<file path="config.mk">
export PLATFORM = sky130hd
export DESIGN_NAME = busmem_width_bridge
export DESIGN_NICKNAME = d
export VERILOG_FILES = /design/src/rtl/bw_pkg.sv /design/src/rtl/bw_planner.sv /design/src/rtl/bw_sequencer.sv /design/src/rtl/bw_lane_mux.sv /design/src/rtl/bw_assembler.sv /design/src/rtl/busmem_width_bridge.sv
export SDC_FILE = /design/constraint.sdc
export NUM_CORES = 1
export LEC_CHECK = 0
export BUFFER_PORTS_ARGS = -buffer_cell sky130_fd_sc_hd__buf_2
export CORE_MARGIN = 2
export CORE_UTILIZATION = 40
export DETAILED_ROUTE_END_ITERATION = 10
export REMOVE_ABC_BUFFERS = 1
export SYNTH_ARGS = -nofsm -noshare
export SYNTH_HDL_FRONTEND = slang
export SYNTH_HIERARCHICAL = 1
export SYNTH_SLANG_ARGS = --single-unit
</file>
<file path="constraint.sdc">
create_clock -name clk -period 2.5 [get_ports clk]
set_input_delay 0.5 -clock clk [delete_from_list [all_inputs] [get_ports clk]]
set_output_delay 0.5 -clock clk [all_outputs]
set_load 0.02 [all_outputs]
</file>
<file path="src/rtl/bw_pkg.sv">
package bw_pkg;
   localparam int BUS_DW    = 32;
   localparam int MEM_DW    = 16;
   localparam int BUS_BYTES = BUS_DW / 8;
   localparam int MEM_BYTES = MEM_DW / 8;
   localparam int MAX_SUB   = BUS_BYTES;
   localparam int IDX_W     = $clog2(MAX_SUB);

   typedef enum logic [1:0] {
      SZ_BYTE = 2'd0,
      SZ_HALF = 2'd1,
      SZ_WORD = 2'd2,
      SZ_RSVD = 2'd3
   } bw_size_e;

   typedef enum logic [2:0] {
      ST_IDLE = 3'd0,
      ST_ACC  = 3'd1,
      ST_DONE = 3'd2,
      ST_ERR1 = 3'd3,
      ST_ERR2 = 3'd4
   } bw_state_e;
endpackage

</file>
<file path="src/rtl/bw_planner.sv">
module bw_planner
   import bw_pkg::*;
#(
   parameter int IDX_W_P = IDX_W
)(
   input  logic               wide,
   input  logic               lanes,
   input  logic               write,
   input  logic               byte_hi,
   input  logic [1:0]         size,
   output logic               reject,
   output logic [IDX_W_P-1:0] last_idx,
   output logic [1:0]         be_n
);
   bw_size_e sz;
   logic     narrow_byte;

   assign sz          = bw_size_e'(size);
   assign narrow_byte = wide && (sz == SZ_BYTE);

   always_comb begin
      last_idx = '0;
      if (wide) begin
         if (sz == SZ_WORD) last_idx = IDX_W_P'(1);
      end else begin
         case (sz)
            SZ_WORD: last_idx = IDX_W_P'(3);
            SZ_HALF: last_idx = IDX_W_P'(1);
            default: last_idx = '0;
         endcase
      end
   end

   always_comb begin
      if (!wide)
         be_n = 2'b10;
      else if (narrow_byte && lanes)
         be_n = byte_hi ? 2'b01 : 2'b10;
      else
         be_n = 2'b00;
   end

   assign reject = (sz == SZ_RSVD) || (narrow_byte && !lanes && write);
endmodule

</file>
<file path="src/rtl/bw_sequencer.sv">
module bw_sequencer
   import bw_pkg::*;
#(
   parameter int ADDR_W  = 24,
   parameter int IDX_W_P = IDX_W
)(
   input  logic               clk,
   input  logic               rst_n,
   input  logic               req_valid,
   input  logic               req_write,
   input  logic [1:0]         req_size,
   input  logic [ADDR_W-1:0]  req_addr,
   input  logic [BUS_DW-1:0]  req_wdata,
   input  logic               cfg_wide,
   input  logic               plan_reject,
   input  logic [IDX_W_P-1:0] plan_last,
   input  logic [1:0]         plan_be_n,
   output logic               bus_ready,
   output logic               rsp_err,
   output logic               start,
   output logic               acc_on,
   output logic [IDX_W_P-1:0] acc_idx,
   output logic               q_write,
   output logic               q_wide,
   output bw_size_e           q_size,
   output logic               q_byte_hi,
   output logic [1:0]         q_be_n,
   output logic [ADDR_W-1:0]  q_base,
   output logic [BUS_DW-1:0]  q_wdata
);
   bw_state_e          st_q;
   logic [IDX_W_P-1:0] last_q;

   assign bus_ready = (st_q == ST_IDLE) || (st_q == ST_DONE) || (st_q == ST_ERR2);
   assign rsp_err   = (st_q == ST_ERR1) || (st_q == ST_ERR2);
   assign acc_on    = (st_q == ST_ACC);
   assign start     = req_valid && bus_ready;

   always_ff @(posedge clk or negedge rst_n) begin
      if (!rst_n) begin
         st_q      <= ST_IDLE;
         acc_idx   <= '0;
         last_q    <= '0;
         q_write   <= 1'b0;
         q_wide    <= 1'b0;
         q_size    <= SZ_BYTE;
         q_byte_hi <= 1'b0;
         q_be_n    <= 2'b11;
         q_base    <= '0;
         q_wdata   <= '0;
      end else begin
         case (st_q)
            ST_ACC: begin
               if (acc_idx == last_q) st_q <= ST_DONE;
               else                   acc_idx <= acc_idx + IDX_W_P'(1);
            end
            ST_ERR1: st_q <= ST_ERR2;
            default: begin
               if (start) begin
                  acc_idx   <= '0;
                  last_q    <= plan_last;
                  q_write   <= req_write;
                  q_wide    <= cfg_wide;
                  q_size    <= bw_size_e'(req_size);
                  q_byte_hi <= req_addr[0];
                  q_be_n    <= plan_be_n;
                  q_base    <= cfg_wide ? (req_addr >> 1) : req_addr;
                  q_wdata   <= req_wdata;
                  st_q      <= plan_reject ? ST_ERR1 : ST_ACC;
               end else begin
                  st_q <= ST_IDLE;
               end
            end
         endcase
      end
   end
endmodule

</file>
<file path="src/rtl/bw_lane_mux.sv">
module bw_lane_mux
   import bw_pkg::*;
#(
   parameter int ADDR_W  = 24,
   parameter int IDX_W_P = IDX_W
)(
   input  logic               acc_on,
   input  logic [IDX_W_P-1:0] acc_idx,
   input  logic               q_write,
   input  logic               q_wide,
   input  bw_size_e           q_size,
   input  logic [1:0]         q_be_n,
   input  logic [ADDR_W-1:0]  q_base,
   input  logic [BUS_DW-1:0]  q_wdata,
   output logic               mem_cs,
   output logic               mem_we,
   output logic [ADDR_W-1:0]  mem_addr,
   output logic [1:0]         mem_be_n,
   output logic [MEM_DW-1:0]  mem_wdata
);
   logic [7:0]        nb;
   logic [MEM_DW-1:0] hw;

   assign nb = q_wdata[{acc_idx, 3'b000} +: 8];
   assign hw = q_wdata[{acc_idx[0], 4'b0000} +: MEM_DW];

   assign mem_cs   = acc_on;
   assign mem_we   = acc_on && q_write;
   assign mem_addr = acc_on ? (q_base + ADDR_W'(acc_idx)) : '0;
   assign mem_be_n = acc_on ? q_be_n : 2'b11;

   always_comb begin
      if (!acc_on)
         mem_wdata = '0;
      else if (!q_wide)
         mem_wdata = {nb, nb};
      else if (q_size == SZ_BYTE)
         mem_wdata = {q_wdata[7:0], q_wdata[7:0]};
      else
         mem_wdata = hw;
   end
endmodule

</file>
<file path="src/rtl/bw_assembler.sv">
module bw_assembler
   import bw_pkg::*;
#(
   parameter int IDX_W_P = IDX_W
)(
   input  logic               clk,
   input  logic               rst_n,
   input  logic               clear,
   input  logic               capture,
   input  logic               q_wide,
   input  bw_size_e           q_size,
   input  logic               q_byte_hi,
   input  logic [IDX_W_P-1:0] acc_idx,
   input  logic [MEM_DW-1:0]  mem_rdata,
   output logic [BUS_DW-1:0]  hold
);
   for (genvar j = 0; j < BUS_BYTES; j++) begin : g_lane
      logic       en;
      logic [7:0] val;
      logic [7:0] byte_q;

      always_comb begin
         if (!q_wide) begin
            en  = (acc_idx == IDX_W_P'(j));
            val = mem_rdata[7:0];
         end else if (q_size == SZ_BYTE) begin
            en  = (j == 0);
            val = q_byte_hi ? mem_rdata[15:8] : mem_rdata[7:0];
         end else begin
            en  = (acc_idx == IDX_W_P'(j / 2));
            val = mem_rdata[8*(j%2) +: 8];
         end
      end

      always_ff @(posedge clk or negedge rst_n) begin
         if (!rst_n)              byte_q <= '0;
         else if (clear)          byte_q <= '0;
         else if (capture && en)  byte_q <= val;
      end

      assign hold[8*j +: 8] = byte_q;
   end
endmodule

</file>
<file path="src/rtl/busmem_width_bridge.sv">
module busmem_width_bridge
   import bw_pkg::*;
#(
   parameter int ADDR_W = 24
)(
   input  logic              clk,
   input  logic              rst_n,
   input  logic              cfg_wide,
   input  logic              cfg_lanes,
   input  logic              req_valid,
   input  logic              req_write,
   input  logic [1:0]        req_size,
   input  logic [ADDR_W-1:0] req_addr,
   input  logic [31:0]       req_wdata,
   output logic              bus_ready,
   output logic              rsp_err,
   output logic [31:0]       rsp_rdata,
   output logic              mem_cs,
   output logic              mem_we,
   output logic [ADDR_W-1:0] mem_addr,
   output logic [1:0]        mem_be_n,
   output logic [15:0]       mem_wdata,
   input  logic [15:0]       mem_rdata
);
   if (ADDR_W < 4) begin : g_bad_addr
      $error("busmem_width_bridge: ADDR_W must be at least 4");
   end
   if (BUS_DW != 2 * MEM_DW || MEM_BYTES != 2) begin : g_bad_width
      $error("busmem_width_bridge: bus must be twice the widest memory");
   end

   logic             plan_reject;
   logic [IDX_W-1:0] plan_last;
   logic [1:0]       plan_be_n;
   logic             start;
   logic             acc_on;
   logic [IDX_W-1:0] acc_idx;
   logic             q_write;
   logic             q_wide;
   bw_size_e         q_size;
   logic             q_byte_hi;
   logic [1:0]       q_be_n;
   logic [ADDR_W-1:0] q_base;
   logic [31:0]      q_wdata;

   bw_planner #(.IDX_W_P(IDX_W)) u_plan (
      .wide     (cfg_wide),
      .lanes    (cfg_lanes),
      .write    (req_write),
      .byte_hi  (req_addr[0]),
      .size     (req_size),
      .reject   (plan_reject),
      .last_idx (plan_last),
      .be_n     (plan_be_n)
   );

   bw_sequencer #(.ADDR_W(ADDR_W), .IDX_W_P(IDX_W)) u_seq (
      .clk         (clk),
      .rst_n       (rst_n),
      .req_valid   (req_valid),
      .req_write   (req_write),
      .req_size    (req_size),
      .req_addr    (req_addr),
      .req_wdata   (req_wdata),
      .cfg_wide    (cfg_wide),
      .plan_reject (plan_reject),
      .plan_last   (plan_last),
      .plan_be_n   (plan_be_n),
      .bus_ready   (bus_ready),
      .rsp_err     (rsp_err),
      .start       (start),
      .acc_on      (acc_on),
      .acc_idx     (acc_idx),
      .q_write     (q_write),
      .q_wide      (q_wide),
      .q_size      (q_size),
      .q_byte_hi   (q_byte_hi),
      .q_be_n      (q_be_n),
      .q_base      (q_base),
      .q_wdata     (q_wdata)
   );

   bw_lane_mux #(.ADDR_W(ADDR_W), .IDX_W_P(IDX_W)) u_mux (
      .acc_on    (acc_on),
      .acc_idx   (acc_idx),
      .q_write   (q_write),
      .q_wide    (q_wide),
      .q_size    (q_size),
      .q_be_n    (q_be_n),
      .q_base    (q_base),
      .q_wdata   (q_wdata),
      .mem_cs    (mem_cs),
      .mem_we    (mem_we),
      .mem_addr  (mem_addr),
      .mem_be_n  (mem_be_n),
      .mem_wdata (mem_wdata)
   );

   bw_assembler #(.IDX_W_P(IDX_W)) u_asm (
      .clk       (clk),
      .rst_n     (rst_n),
      .clear     (start),
      .capture   (acc_on && !q_write),
      .q_wide    (q_wide),
      .q_size    (q_size),
      .q_byte_hi (q_byte_hi),
      .acc_idx   (acc_idx),
      .mem_rdata (mem_rdata),
      .hold      (rsp_rdata)
   );
endmodule

</file>
==> Yosys cells after proc, flatten, opt, wreduce, memory -nomap -nowiden <==
Index checks and enable logic that the tools add are counted.
{ "totals": {"ff_bits": 102, "output_inout_bits": 78} }
{ "classes": {"n_eq_ne": 13, "n_mux": 39, "bitwise": 2, "addsub": 2, "n_reduce_logical": 29, "shift": 2} }
{ "op_table": {"columns": ["cell", "n"], "rows": [
  ["two-way mux 8 bit", 13],
  ["two-way mux 16 bit", 3],
  ["two-way mux 24 bit", 2],
  ["variable part select 32 x 6 -> 16 bit", 1],
  ["variable part select 32 x 6 -> 8 bit", 1],
  ["adder 24 x 2 -> 24 bit", 1],
  ["two-way mux 2 bit", 8],
  ["logical AND 1 bit", 11],
  ["nonzero test 2 bit", 5],
  ["equality test 2 bit (second input constant)", 4],
  ["two-way mux 1 bit", 8],
  ["one-hot mux 2 bit (2 select lines)", 2],
  ["equality test 3 x 2 -> 1 bit (second input constant)", 2],
  ["logical NOT 2 bit", 3],
  ["two-way mux 3 bit", 2],
  ["one-hot mux 3 bit (2 select lines)", 1],
  ["equality test 2 x 1 -> 1 bit (second input constant)", 2],
  ["logical OR 1 bit", 4],
  ["equality test 3 x 1 -> 1 bit (second input constant)", 1],
  ["equality test 3 bit (second input constant)", 1],
  ["logical NOT 3 bit", 1],
  ["AND reduction 3 bit", 1],
  ["adder 2 x 1 -> 2 bit (second input constant)", 1],
  ["equality test 2 bit", 1],
  ["6 further kinds", 8]
]} }

==> Longest topological paths before layout <==
{ "depth": {"word_depth": 8, "ltp_mapped": 9} }

==> Cells and area by module <==
The synthesis kept the hierarchy.
{ "modules_own_cells": {"columns": ["mod", "cells_per_inst", "n_inst", "seq_area_each_um2", "area_each_um2"], "rows": [
  ["bw_sequencer", 304, 1, 1754.2, 2959.1],
  ["bw_assembler", 140, 1, 800.8, 1634.1],
  ["bw_lane_mux", 186, 1, 0.0, 1311.3],
  ["bw_planner", 14, 1, 0.0, 112.6],
  ["busmem_width_bridge", 1, 1, 0.0, 13.8]
]} }

==> Worst setup path after synthesis <==
No wires, ideal clock.
{ "synth_path": {"kind": "reg2out", "from": "reg u_seq.acc_idx[1]", "to": "out mem_addr[15]", "path_slack_ps": -119, "path_stages_with_launch": 7, "n_path_buf": 1, "arrival_time_ps": 2119, "cell_sequence": "dfrtp_1 -> ha_1 -> a21o_1 -> clkbuf_1 -> nand4_1 -> or4_1 -> a21oi_1"} }
{ "synth_between": {"elab_chain_cells": 2} }
{ "synth_lines": {"columns": ["element", "line_no", "text"], "rows": [
  ["start, declared", "bw_sequencer.sv:22", "output logic [IDX_W_P-1:0] acc_idx,"],
  ["start signal, assigned", "bw_sequencer.sv:55", "else acc_idx <= acc_idx + IDX_W_P'(1);"],
  ["adder 24 x 2 -> 24 bit", "bw_lane_mux.sv:29", "assign mem_addr = acc_on ? (q_base + ADDR_W'(acc_idx)) : '0;"],
  ["two-way mux 24 bit", "bw_lane_mux.sv:29", null],
  ["end, declared", "busmem_width_bridge.sv:20", "output logic [ADDR_W-1:0] mem_addr,"]
]} }
No other way between the ends.

==> Final worst setup path <==
Same ends and word-level chain as after synthesis.

==> impl_metrics.csv <==
group,metric,value,unit
floorplan,die_h,127,µm
critical_path,path_max_fanout,5,
floorplan,die-area,16100,µm²
critical_path,cp.arrival,2.18,ns
logic_synthesis,synth_seq_cells,102,
final_layout,drive_gt1_share,35.1,%
final_layout,regArea,2560,µm²
sta,slew_headroom,59.5,%
power_and_ir_drop,leakagePower,3.95,nW
global_route,grt_pass1_vias,5294,
power_and_ir_drop,power,0.00961,W
critical_path,required,2.00,ns
routing,wl_per_cell,16.6,µm
run_status,outcome,"finished, violations left",
logic_synthesis,synth-seq-area-share,42.4,%
logic_synthesis,yosys.area.top_type_share,41.5,%
critical_path,crit_path_top_delay_cell,"or4_4",
sta,final_max_slew_viol_count,0,
sta,rsz0062_at_grt,"yes",
sta,worst_pin_slew,0.608,ns
routing,routed_wl,16700,µm
critical_path,path_cells,"ha_4 -> a21o_4 -> nand4_1 -> or4_4 -> a21oi_2 -> buf_4",
global_route,antenna_found_initial,1,
clock_network,cts_buffer_depth,2,
logic_synthesis,yosys.area_share.simple,22.0,%
clock_network,ctsHoldBuffers,0,
logic_synthesis,synth_most_common_cell,"nand2_1",
clock_network,cts.clk_slew.worst_paths,0.07,ns
placed_design,place_inst,972,
critical_path,slowest_delay,0.53,ns
sta,layout_min_cycle_time,2.68,ns
flow_run,drv_cap,0,
final_layout,multi_input_area,3350,µm²
sta,layout_setup_ws,-0.177,ns
logic_synthesis,synth_compound_area_share,12.0,%
logic_synthesis,synth.area.mux_share,15.4,%
floorplan,die_w,127,µm
floorplan,ioPinCount,158,
placed_design,routabilityCongestion,0.835,
sta,fin_skew,0.00606,ns
critical_path,worstSetupEndpointType,"primary output",
logic_synthesis,synthDistinctLibCells,65,
clock_network,htreeDepth,3,
global_route,overflow,0,
logic_synthesis,synth_area_leaders,"dfrtp_1 (41%), nand2_1 (11%), mux2i_1 (9.1%)",
routing,first_iter_violations,380,
logic_synthesis,synthFlopType,"dfrtp_1",
logic_synthesis,synth_cells,645,
power_and_ir_drop,ir_drop,1.26,mV
logic_synthesis,yosysTopAreaCell,"dfrtp_1",
global_route,grtUsageTotal,21.0,%
final_layout,syn_to_final_growth,28.8,%
logic_synthesis,synth_edf_count,0,
placed_design,hpwl,11500,µm
sta,finalHoldViolations,0,
power_and_ir_drop,powerDensity,1240,nW/µm²
floorplan,row_count,44,
sta,setup_tns,-0.832,ns
critical_path,critPathKind,"reg -> out",
logic_synthesis,synth.avg_cell_area,9.35,µm²
routing,firstDrtPassIters,5,
run_status,violations,"negative setup slack",
logic_synthesis,async_flop_share,100,%
clock_network,cts_tree,"yes",
logic_synthesis,synth_top_cells_by_count,"nand2_1 (178), dfrtp_1 (100), mux2i_1 (55), nor2_1 (41), a21oi_1 (34)",
global_route,grt_pass1_wl,26600,µm
floorplan,start_util,41.2,%
logic_synthesis,netlist_area,6030,µm²
routing,num_vias,5280,
clock_network,clk_latency,0.36,ns
hold_path,holdCritPathClass,"in -> async",
logic_synthesis,yosysWarnings,6,
routing,drc,0,
routing,antenna_left,0,
sta,period_share,107,%
routing,vias_per_cell,5.25,
clock_network,clkSinkCount,102,
critical_path,start_kind,"flop",
placed_design,io_buffers,157,
logic_synthesis,synth_adder_area_share,1.58,%
floorplan,core_area,14600,µm²
sta,max_freq,374,MHz
clock_network,cts_buffers,9,
final_layout,layoutNonFillerInstCount,1005,
sta,finalSetupViolCount,14,
final_layout,num-nets-final,902,
global_route,grt_max_degree,93,
logic_synthesis,synth_xor_area_share,2.03,%
logic_synthesis,synth_top_family_by_area,"simple AND/OR/NAND/NOR gates",
clock_network,cts-root-buf,"clkbuf_16",
final_layout,n_fill_cell,1363,
## layer usage
layer  global-route usage (%)  vias to the layer above  routed length, µm  part of all wire [%]
li1                         -                     2586                  -                     -
met1                     25.9                     2518               7280                    44
met2                     35.8                      155               8100                    49
met3                     6.54                       21               1010                   6.0
met4                     5.82                        0                298                   1.8
met5                        0                        -                  0                     0
## power breakdown
group | switching, W | internal, W
Combinational | 0.00295 | 0.00220
Sequential | 0.000620 | 0.00235
Clock | 0.000670 | 0.000820
Total | 0.00424 | 0.00537
## kinds of logic (layout without fill, tap and decap cells)
kind of cell | after synthesis | count (layout)
compound gates | 110 | 110
mux | 80 | 80
other cells | 0 | 1
xor+xnor | 14 | 14
flops | 102 | 102
buf+inv | 45 | 220
fa+ha+maj | 7 | 7
simple gates | 287 | 287
## layout make-up
type	count	area share, %
clock inverters	6	0.967
inverters	7	0.435
repair buffers	197	16.4
multi-input cells	498	43.2
diodes	1	0.0322
flip-flops and latches	102	32.9
clock buffers	10	3.08
well taps	184	2.96
## critical path: cells and delay by family, from the launching register on
kind	cells	cell delay [ns]
and+or+nand+nor	2	0.71
DFF	1	0.41
adders and majority gates	1	0.28
AOI/OAI and AO/OA	2	0.27
buffers and inverters	1	0.15
## sequential cells by signal, summed over array words and instances (netlist names)
register	count
u_seq/q_byte_hi	1
u_seq/q_be_n	2
u_seq/last_q	2
u_seq/st_q	3
u_seq/q_wdata	32
u_seq/q_write	1
u_seq/q_wide	1
u_seq/q_size	2
u_asm/g_lane.byte_q	32
u_seq/q_base	24
u_seq/acc_idx	2
## final timing paths
kind | end | depth (start not counted) | slack (ns) | startpoint
setup / recovery | mem_addr[15] | 6 | -0.18 | u_seq/acc_idx[1]
hold / removal | u_seq/q_base[5] | 1 | 0.11 | rst_n
setup reg to reg | u_asm/g_lane[1].byte_q[6] | 6 | 0.30 | u_seq/st_q[2]
hold reg to reg | u_seq/q_be_n[1] | 2 | 0.46 | u_seq/q_be_n[1]
max in group asynchronous | u_seq/q_wdata[2] | 2 | 1.62 | rst_n
min in group clk | u_seq/q_wdata[24] | 3 | 0.33 | req_wdata[24]
## through the flow
stage / hold WS, ns / instance area, µm² / setup WS (ns) / util [%]
after global placement: 0.447 / 7010 / 0.162 / 47.8
after floorplan: 0.204 / 5780 / -0.873 / -
final: 0.109 / 7770 / -0.177 / 53.0
after detailed placement: 0.451 / 7010 / 0.113 / 47.8
after CTS: 0.121 / 7550 / -0.209 / 51.6
after global routing: 0.124 / 7760 / -0.287 / 53.0
## cells in the final DEF (no fill, tap or decap), types with 3 or more instances in the layout
cell type and count:
a21oi_1 30, a21oi_2 5, a221oi_1 8, and2_1 4, and4_4 3, buf_12 3
buf_2 131, buf_4 51, buf_6 9, clkbuf_16 9, dfrtp_1 97, dfrtp_2 3
ha_1 4, inv_1 5, mux2_2 11, mux2_4 6, mux2i_1 55, mux4_2 8
nand2_1 175, nand2_2 4, nand2b_1 14, nand3_1 9, nand4_1 8, nor2_1 41
o211ai_1 8, o21a_1 3, o21ai_0 28, o21ai_1 6, o31ai_1 11, or3_1 3
xor2_1 11
## timing repair
item	CTS	global route
pin swaps	13	17
gates resized for setup	35	42
setup endpoints to repair	34	36
gates cloned	2	0
hold endpoints to repair	0	0
buffers inserted	9	7
Note: power is estimated with default switching activity, not from simulation.
